### src/rtl/line_clock_pkg.sv
package line_clock_pkg;
  localparam int unsigned DONE_BIT = 7;
  localparam int unsigned IE_BIT   = 6;
  localparam logic [6:0]  RATE_50  = 7'd50;
  localparam logic [6:0]  RATE_60  = 7'd60;

  typedef enum logic {
    RATE_SEL_60 = 1'b0,
    RATE_SEL_50 = 1'b1
  } rate_sel_e;
endpackage

### src/rtl/lc_rate_reg.sv
module lc_rate_reg
  import line_clock_pkg::*;
(
  input  logic       clk_i,
  input  logic       rst_ni,
  input  logic       cfg_we_i,
  input  logic [6:0] cfg_rate_i,
  output rate_sel_e  sel_o
);
  rate_sel_e sel_q;
  logic      is_50, is_60;

  assign is_50 = (cfg_rate_i == RATE_50);
  assign is_60 = (cfg_rate_i == RATE_60);

  always_ff @(posedge clk_i or negedge rst_ni) begin
    if (!rst_ni)                 sel_q <= RATE_SEL_60;
    else if (cfg_we_i && is_50)  sel_q <= RATE_SEL_50;
    else if (cfg_we_i && is_60)  sel_q <= RATE_SEL_60;
  end

  assign sel_o = sel_q;

  assert_bad_rate_ignored_R8: assert property (@(posedge clk_i) disable iff (!rst_ni)
    (cfg_we_i && !is_50 && !is_60) |=> $stable(sel_q));
  assert_rate_taken_R8: assert property (@(posedge clk_i) disable iff (!rst_ni)
    (cfg_we_i && is_50) |=> (sel_q == RATE_SEL_50));
endmodule

### src/rtl/lc_divider.sv
module lc_divider
  import line_clock_pkg::*;
#(
  parameter int unsigned CLK_HZ = 3000
) (
  input  logic      clk_i,
  input  logic      rst_ni,
  input  rate_sel_e sel_i,
  output logic      tick_o
);
  localparam int unsigned DIV_60 = CLK_HZ / 60;
  localparam int unsigned DIV_50 = CLK_HZ / 50;
  localparam int unsigned CNT_W  = $clog2(DIV_50);

  logic [CNT_W-1:0] cnt_q;
  logic [CNT_W-1:0] reload;

  // reload value chosen from the rate held at the reload edge
  assign reload = (sel_i == RATE_SEL_50) ? CNT_W'(DIV_50 - 1) : CNT_W'(DIV_60 - 1);

  always_ff @(posedge clk_i or negedge rst_ni) begin
    if (!rst_ni)           cnt_q <= CNT_W'(DIV_60 - 1);
    else if (cnt_q == '0)  cnt_q <= reload;
    else                   cnt_q <= cnt_q - 1'b1;
  end

  assign tick_o = (cnt_q == '0);

  assert_cnt_in_range_R7: assert property (@(posedge clk_i) disable iff (!rst_ni)
    cnt_q <= CNT_W'(DIV_50 - 1));
  assert_tick_single_R7: assert property (@(posedge clk_i) disable iff (!rst_ni)
    tick_o |=> !tick_o);
endmodule

### src/rtl/lc_csr.sv
module lc_csr (
  input  logic clk_i,
  input  logic rst_ni,
  input  logic tick_i,
  input  logic wr_i,
  input  logic wr_done_i,
  input  logic wr_ie_i,
  output logic done_o,
  output logic ie_o,
  output logic irq_o
);
  logic done_q, ie_q, irq_q;
  logic done_n, ie_n, irq_n;

  always_comb begin
    done_n = done_q;
    ie_n   = ie_q;
    irq_n  = irq_q;
    if (wr_i) begin
      ie_n = wr_ie_i;
      if (!wr_done_i) done_n = 1'b0;
      if (!(ie_n && done_n)) irq_n = 1'b0;
    end
    // tick applies after a same-cycle write
    if (tick_i) begin
      done_n = 1'b1;
      if (ie_n) irq_n = 1'b1;
    end
  end

  always_ff @(posedge clk_i or negedge rst_ni) begin
    if (!rst_ni) begin
      done_q <= 1'b1;
      ie_q   <= 1'b0;
      irq_q  <= 1'b0;
    end else begin
      done_q <= done_n;
      ie_q   <= ie_n;
      irq_q  <= irq_n;
    end
  end

  assign done_o = done_q;
  assign ie_o   = ie_q;
  assign irq_o  = irq_q;

  assert_irq_needs_state_R4: assert property (@(posedge clk_i) disable iff (!rst_ni)
    irq_q |-> (ie_q && done_q));
  assert_write_no_raise_R4: assert property (@(posedge clk_i) disable iff (!rst_ni)
    (wr_i && !tick_i) |=> !$rose(irq_q));
  assert_write_no_set_R3: assert property (@(posedge clk_i) disable iff (!rst_ni)
    (wr_i && !tick_i) |=> !$rose(done_q));
  assert_tick_sets_done_R6: assert property (@(posedge clk_i) disable iff (!rst_ni)
    tick_i |=> done_q);
  assert_tick_raises_irq_R6: assert property (@(posedge clk_i) disable iff (!rst_ni)
    (tick_i && ie_q && !wr_i) |=> irq_q);
endmodule

### src/rtl/line_clock.sv
module line_clock
  import line_clock_pkg::*;
#(
  parameter int unsigned CLK_HZ = 3000
) (
  input  logic        clk_i,
  input  logic        rst_ni,
  input  logic        csr_we_i,
  input  logic [1:0]  csr_be_i,
  input  logic [15:0] csr_wdata_i,
  output logic [15:0] csr_rdata_o,
  input  logic        cfg_we_i,
  input  logic [6:0]  cfg_rate_i,
  output logic        tick_o,
  output logic        irq_o
);
  rate_sel_e sel;
  logic      tick, done, ie, wr;
  logic      unused_wdata;

  // only the even byte lane carries implemented bits
  assign wr           = csr_we_i && csr_be_i[0];
  assign unused_wdata = ^{csr_wdata_i[15:8], csr_wdata_i[5:0], csr_be_i[1]};

  lc_rate_reg u_rate (
    .clk_i      (clk_i),
    .rst_ni     (rst_ni),
    .cfg_we_i   (cfg_we_i),
    .cfg_rate_i (cfg_rate_i),
    .sel_o      (sel)
  );

  lc_divider #(.CLK_HZ(CLK_HZ)) u_div (
    .clk_i  (clk_i),
    .rst_ni (rst_ni),
    .sel_i  (sel),
    .tick_o (tick)
  );

  lc_csr u_csr (
    .clk_i     (clk_i),
    .rst_ni    (rst_ni),
    .tick_i    (tick),
    .wr_i      (wr),
    .wr_done_i (csr_wdata_i[DONE_BIT]),
    .wr_ie_i   (csr_wdata_i[IE_BIT]),
    .done_o    (done),
    .ie_o      (ie),
    .irq_o     (irq_o)
  );

  always_comb begin
    csr_rdata_o           = '0;
    csr_rdata_o[DONE_BIT] = done;
    csr_rdata_o[IE_BIT]   = ie;
  end

  assign tick_o = tick;

  assert_odd_byte_ignored_R5: assert property (@(posedge clk_i) disable iff (!rst_ni)
    (csr_we_i && !csr_be_i[0] && !tick) |=> $stable(csr_rdata_o));
endmodule

### config.mk
export PLATFORM = sky130hd
export DESIGN_NAME = line_clock
export DESIGN_NICKNAME = d
export VERILOG_FILES = /design/src/rtl/line_clock_pkg.sv /design/src/rtl/lc_rate_reg.sv /design/src/rtl/lc_divider.sv /design/src/rtl/lc_csr.sv /design/src/rtl/line_clock.sv
export SDC_FILE = /design/constraint.sdc
export NUM_CORES = 1
export LEC_CHECK = 0
export ABC_AREA = 1
export BUFFER_PORTS_ARGS = -buffer_cell sky130_fd_sc_hd__clkbuf_2
export CAP_MARGIN = 0
export CELL_PAD_IN_SITES_DETAIL_PLACEMENT = 1
export CELL_PAD_IN_SITES_GLOBAL_PLACEMENT = 2
export CORE_MARGIN = 2
export CORE_UTILIZATION = 19
export CTS_BUF_LIST = sky130_fd_sc_hd__clkbuf_8
export CTS_CLUSTER_SIZE = 8
export DETAILED_ROUTE_END_ITERATION = 10
export PLACE_DENSITY_LB_ADDON = 0.1
export REMOVE_ABC_BUFFERS = 1
export SETUP_SLACK_MARGIN = 0.05
export SLEW_MARGIN = 15
export SYNTH_ARGS = -nofsm -noshare
export SYNTH_HDL_FRONTEND = slang
export SYNTH_SLANG_ARGS = --single-unit
### constraint.sdc
create_clock -name clk_i -period 1.2 [get_ports clk_i]
set_input_delay 0.24 -clock clk_i [delete_from_list [all_inputs] [get_ports clk_i]]
set_output_delay 0.24 -clock clk_i [all_outputs]
set_load 0.02 [all_outputs]
== Word level (Yosys, flattened, before mapping) ==
Cells that the tools add are included.
Storage, ports and cells
  register bits: 10
  bits of input ports: 29
  output and inout port bits: 18
  word-level logic and storage cells: 28
Cells by class
  $add $sub $neg: 1
  equality and inequality tests: 2
  multiplexer cells: 13
  reduce and logical (&&, ||, !) cells: 7
Operators by type and width (number)
  equality test 7 x 6 -> 1 bit, second input constant: 2
  two-way mux 1 bit: 11
  zero test 6 bit: 1
  two-way mux 6 bit: 1
  subtractor 6 x 1 -> 6 bit, second input constant: 1
  logical AND 1 bit: 4
  two-way mux 4 bit: 1
  nonzero test 2 bit: 2

== Logic depth before layout (Yosys ltp) ==
Gate-level depths: netlist (run 1).
  depth in word-level cells: 7
  mapped depth: 6

== By module ==
From an unflattened synthesis (run 1), not the netlist that was laid out.
Unflattened totals
  cells, all modules: 93
  area, all modules: 698.2 um2
Modules (own cells, without submodules)
  lc_divider: instances 1, cells each 43, area an instance 349.1 um2, seq. area each 153.9 um2
  lc_csr: instances 1, cells each 17, area an instance 137.6 um2, seq. area each 76.3 um2
  line_clock: instances 1, cells each 19, area an instance 131.4 um2, seq. area each 0.0 um2
  lc_rate_reg: instances 1, cells each 14, area an instance 80.1 um2, seq. area each 25.0 um2

== Worst setup path before layout (run 1) ==
Ideal clock, no wire load.
  kind: register to output
  start point: reg u_div.cnt_q[0]
  end point: out tick_o
  arrival time: 1033 ps
  required time: 960 ps
  path slack: -73 ps
  cell stages (with the launch flop): 5
  path buffers: 0
  cell sequence: dfstp_2 > inv_1 > ha_1 > nand3_4 > clkinv_4
On the way
  cells in the longest elaborated chain, start to end: 1
RTL lines
  from (decl): line lc_divider.sv:15  | logic [CNT_W-1:0] cnt_q;
  from (signal assigned): line lc_divider.sv:22  | if (!rst_ni) cnt_q <= CNT_W'(DIV_60 - 1);
  from (signal assigned): line lc_divider.sv:23  | else if (cnt_q == '0) cnt_q <= reload;
  from (signal assigned): line lc_divider.sv:24  | else cnt_q <= cnt_q - 1'b1;
  zero test 6 bit: line lc_divider.sv:27  | assign tick_o = (cnt_q == '0);
  to (decl): line line_clock.sv:14  | output logic tick_o,
Every way passes these cells.

== Worst setup path after layout (run 1) ==
Ends and elaborated chain as after synthesis.

==> results of run 1 <==
==> per-stage QoR <==
step / hold WS [ns] / area, sq um
final: 0.266 / 946
after floorplan: -0.0556 / 602
after CTS: 0.263 / 915
after detailed placement: 0.137 / 797
after global routing: 0.278 / 946
after global placement: 0.138 / 797
==> per-layer routing <==
layer / global-route usage, % / vias up / wire length (um)
li1: - / 292 / -
met1: 9.08 / 257 / 618
met2: 13.6 / 19 / 753
met3: 3.93 / 2 / 100
met4: 2.45 / 0 / 8
met5: 0 / - / 0
==> tightest hold or removal path, delay by kind of cell <==
family | cells | cell delay [ns]
buffers and inverters | 1 | 0.09
AND/OR/NAND/NOR | 2 | 0.13
==> power by group through the flow <==
stage	Clock (mW)	Sequential, mW	Combinational, mW
after floorplan	0	0.602	0.276
after global placement	0	0.578	0.500
after detailed placement	0	0.580	0.508
after CTS	0.444	0.578	0.551
after global routing	0.462	0.604	0.651
final	0.426	0.582	0.575
==> cells in the mapped netlist, drive strengths merged <==
master	n
nand2	22
buf	16
inv	11
nor2	11
nand3	7
dfrtp	6
dfstp	4
o21ai	4
ha	2
nand4	2
clkinv	1
conb	1
==> kinds of logic (layout without fill, tap and decap cells) <==
family	after synthesis	count (layout)	synth area share, %
DFF	10	10	37.9
AOI/OAI and AO/OA	4	4	2.97
adders and majority gates	2	2	3.72
and+or+nand+nor	42	42	29.6
buffers and inverters	28	43	25.3
other	1	14	0.557
==> sequential cells by signal, indices dropped and copies added (netlist names) <==
name	cells
u_div.cnt_q	6
u_csr.done_o	1
u_csr.ie_o	1
u_csr.irq_o	1
u_rate.sel_o	1
==> final timing paths <==
path	start	end	slack, ns	depth (start not counted)
setup / recovery	u_div.cnt_q[0]	tick_o	-0.25	5
hold / removal	cfg_we_i	u_rate.sel_o	0.27	3
setup reg to reg	u_div.cnt_q[0]	u_div.cnt_q[1]	-0.10	8
hold reg to reg	u_div.cnt_q[0]	u_div.cnt_q[0]	0.46	1
max in group asynchronous	rst_ni	u_div.cnt_q[0]	0.52	2
min in group asynchronous	rst_ni	u_div.cnt_q[3]	0.41	2
==> final cells by class <==
type | instances | area (sq um)
clock buffers | 4 | 55.1
fillers | 440 | 2420
inverters | 12 | 50.0
multi-input cells | 62 | 342
flip-flops and latches | 10 | 255
well taps | 46 | 57.6
repair buffers | 27 | 186
==> repair_timing <==
action | in CTS | in global routing
endpoints found under the hold margin | 6 | 0
gates resized for setup | 10 | 8
hold buffers | 1 | 0
setup endpoints to repair | 10 | 8
pin swaps | 3 | 2
buffers inserted | 1 | 1
==> flow_summary_export.csv, run 1 <==
group,metric,value,unit
power,pwr_density_cell,1670,nW/um^2
place,place.gp.congestion,0.662,
cts,cts.path.max_buffers,2,
power,power.switching,0.562,mW
status,violations,"negative setup slack",
cts,htree_num_levels,1,
setup_path,crit_buf_inv,3,
cts,root_buffer,"clkbuf_8",
sta,fmax,688,MHz
sta,finalSetupViolCount,5,
floorplanning,die_h,63.5,um
drt,drt_iter0_markers,13,
sta,rsz0062_at_grt,"true",
setup_path,start_kind,"flop",
synth,synth_cell_types,18,
synth,syn_area,673,sq um
cts,insertion_delay,0.24,ns
synth,yosysWarnings,0,
final_layout,insertedDiodeCount,0,
synth,synth_top_area_share,22.3,%
global_route,grt_usage,8.12,%
synth,yosysSeqAreaShare,37.9,%
power,power.leakage,0.519,nW
place,dpl.hpwl,1.16,mm
drt,ant_nets,0,
synth,post-synth-top-area-cell,"dfrtp_1",
final_layout,syn2layout_area_growth,40.5,%
sta,final.setup.tns,-0.601,ns
global_route,grt_pass1_vias,575,
final_layout,final_layout_size_suffix_gt1_share,42.6,%
run,max-cap-violations,0,
cts,cts_sinks,10,
cts,cts_tree,"built",
drt,drc,0,
drt,viasPerCell,3.54,
power,finalPower,1.58,mW
cts,path_clk_slew,0.05,ns
status,outcome,"complete, but fails checks",
setup_path,crit_path_top_delay_cell,"dfstp_2",
place,dp_slack,-0.157,ns
setup_path,cp_top_family,"flip-flops",
floorplanning,fp.dieW,63.5,um
power,comb_power_share,36.3,%
final_layout,final_common_cell,"nand2_1",
cts,cts_buffers,3,
floorplanning,core_area,3360,sq um
floorplanning,die-area,4030,sq um
power,power_frac_seq,36.8,%
floorplanning,row_count,21,
power,swShare,35.5,%
drt,wirelength,1.48,mm
synth,syn_inst,87,
drt,num_vias,570,
setup_path,cp.arrival,1.21,ns
final_layout,fin_util,28.1,%
sta,fin_crit,1.45,ns
sta,timing.final.crit_share,121,%
drt,drt-pass1-iter-count,2,
setup_path,worstPathRequired,0.96,ns
global_route,antenna_found_initial,0,
setup_path,worst-setup-path-type,"reg2out",
setup_path,endpoint_kind,"primary output",
synth,syn_avg_cell_area,7.74,sq um
setup_path,path_max_fanout,2,
place,port_buffers,17,
global_route,grt_pass1_wl,2.50,mm
final_layout,final_cell_count_no_fill,161,
global_route,grt_overflow,0,
power,p_int,1.02,mW
final_layout,mostFrequentLayoutCells,"nand2_1, clkbuf_2, conb_1, inv_1",
place,dp_cells,154,
drt,wl_per_cell,9.20,um
floorplanning,initial_utilization,20.0,%
sta,setup_ws,-0.253,ns
power,clkPwrFrac,26.9,%
setup_path,crit_chain,"inv_2 -> ha_4 -> nand3_4 -> clkinv_4 -> buf_8",
global_route,grt_max_degree,11,
setup_path,critPathMaxStageDelay,0.53,ns
sta,finalMaxSlewViolations,0,
floorplanning,pin_count,47,
power,ir_drop,0.653,mV
sta,final_hold_viol_count,0,
final_layout,final_nets,147,
synth,synth_seq_cells,10,
sta,fin_skew,0.00216,ns
worst_hold_path,hold_path_class,"in2reg",
synth,synth.area.top_cells,"dfrtp_1, buf_4, dfstp_2, nand2_1, inv_1",
No activity file was read; power rests on OpenSTA's default activity.
==> run 2, diff against run 1 <==
--- a/config.mk
+++ b/config.mk
@@ -16,7 +16,6 @@
 export CTS_CLUSTER_SIZE = 8
 export DETAILED_ROUTE_END_ITERATION = 10
 export PLACE_DENSITY_LB_ADDON = 0.1
-export REMOVE_ABC_BUFFERS = 1
 export SETUP_SLACK_MARGIN = 0.05
 export SLEW_MARGIN = 15
 export SYNTH_ARGS = -nofsm -noshare
==> flow_summary_export.csv, run 2 (synthesis results as in run 1) <==
group,metric,value,unit
status,outcome,"complete, but fails checks",
status,violations,"negative setup slack",
power,ir_drop,0.365,mV
sta,fmax,688,MHz
setup_path,crit_chain,"inv_2 -> ha_4 -> nand3_4 -> clkinv_4 -> buf_8",
place,dp_cells,153,
setup_path,worst-setup-path-type,"reg2out",
floorplanning,row_count,21,
global_route,antenna_found_initial,0,
setup_path,crit_path_top_delay_cell,"dfstp_2",
final_layout,largest_reg_flops,6,
final_layout,syn2layout_area_growth,41.6,%
final_layout,insertedDiodeCount,0,
sta,timing.final.crit_share,121,%
sta,finalMaxSlewViolations,0,
place,port_buffers,17,
sta,final_hold_viol_count,0,
sta,rsz0062_at_grt,"true",
final_layout,nFillCells,431,
place,place.gp.congestion,0.689,
cts,insertion_delay,0.24,ns
setup_path,worstPathRequired,0.96,ns
sta,fin_skew,0.00510,ns
place,dp_slack,-0.0412,ns
setup_path,endpoint_kind,"primary output",
floorplanning,pin_count,47,
drt,drc,0,
drt,drt-pass1-iter-count,2,
power,power.leakage,0.519,nW
final_layout,final_cell_count_no_fill,161,
power,pwr_density_cell,1660,nW/um^2
drt,drt_iter0_markers,14,
sta,setup_ws,-0.253,ns
cts,cts.path.max_buffers,2,
final_layout,final_nets,147,
setup_path,cp.arrival,1.21,ns
power,finalPower,1.59,mW
cts,root_buffer,"clkbuf_8",
run,max-cap-violations,0,
drt,wl_per_cell,9.22,um
final_layout,final_layout_size_suffix_gt1_share,44.3,%
cts,path_clk_slew,0.05,ns
setup_path,path_max_fanout,2,
global_route,grt_overflow,0,
cts,htree_num_levels,1,
cts,cts_sinks,10,
drt,num_vias,576,
final_layout,final_common_cell,"nand2_1",
final_layout,mostFrequentLayoutCells,"nand2_1, clkbuf_2, conb_1, inv_1",
place,dpl.hpwl,1.16,mm
floorplanning,core_area,3360,sq um
sta,fin_crit,1.45,ns
drt,viasPerCell,3.58,
global_route,grt_max_degree,11,
setup_path,critPathMaxStageDelay,0.53,ns
global_route,grt_pass1_vias,571,
global_route,grt_usage,8.18,%
floorplanning,die_h,63.5,um
floorplanning,fp.dieW,63.5,um
sta,finalSetupViolCount,5,
drt,ant_nets,0,
cts,cts_tree,"built",
global_route,grt_pass1_wl,2.48,mm
worst_hold_path,hold_path_class,"in2reg",
floorplanning,initial_utilization,20.0,%
setup_path,start_kind,"flop",
cts,cts_buffers,3,
drt,wirelength,1.48,mm
final_layout,largest_register,"u_div.cnt_q",
floorplanning,die-area,4030,sq um
run 2: cell counts in the layout (fill, tap and decap cells not counted):
No cell type changed its count.
run 2: where the power goes:
| part | switching (mW) | leakage, nW | total [mW] | internal (mW) |
|---|---|---|---|---|
| Sequential | 0.102 | 0.117 | 0.581 | 0.479 |
| Combinational | 0.330 | 0.374 | 0.575 | 0.245 |
| Clock | 0.140 | 0.0288 | 0.429 | 0.289 |
| Total | 0.573 | 0.519 | 1.59 | 1.01 |
run 2: cell type report:
type / count / area (sq um) / share of cell area [%]
Timing Repair Buffer: 27 / 190 / 19.9
Multi-Input combinational cell: 62 / 345 / 36.2
Sequential cell: 10 / 255 / 26.8
Tap cell: 46 / 57.6 / 6.04
Inverter: 12 / 50.0 / 5.25
Clock buffer: 4 / 55.1 / 5.77
run 2: worst paths after layout:
path,from,endpoint,slack [ns],cells after the start
setup / recovery,u_div.cnt_q[0],tick_o,-0.25,5
hold / removal,csr_wdata_i[7],u_csr.done_o,0.26,3
setup reg to reg,u_div.cnt_q[0],u_div.cnt_q[2],-0.11,8
hold reg to reg,u_div.cnt_q[0],u_div.cnt_q[0],0.45,1
max in group asynchronous,rst_ni,u_csr.done_o,0.52,2
min in group asynchronous,rst_ni,u_div.cnt_q[3],0.41,2
run 2: worst max-delay path, delay by kind of cell (launching register included):
kind                       cells  cell delay, ns
adders and majority gates      1            0.16
DFF                            1            0.53
buffers and inverters          3            0.23
and+or+nand+nor                1            0.07
run 2: per-layer routing:
metal	wire, um	track usage [%]	share of wire (%)	vias up
met3	80	2.14	5.4	2
met5	0	0	0	-
met4	27	4.89	1.8	0
met1	624	8.95	42	268
met2	752	14.1	51	16
li1	-	-	-	290
run 2: stage by stage:
step	area, sq um	utilization (%)	setup TNS [ns]	hold slack (ns)
global route	953	28.3	-0.775	0.289
floorplan	737	-	0	-0.0556
global placement	805	23.9	-0.0851	0.134
CTS	932	27.7	-0.510	0.251
finish	953	28.3	-0.425	0.256
detailed placement	805	23.9	-0.0593	0.137
run 2: what timing repair did:
item / CTS / global route
pin swaps: 3 / 1
endpoints found under the hold margin: 6 / 0
gates resized for setup: 10 / 8
buffers inserted: 3 / 1
setup endpoints to repair: 6 / 10
hold buffers: 1 / 0
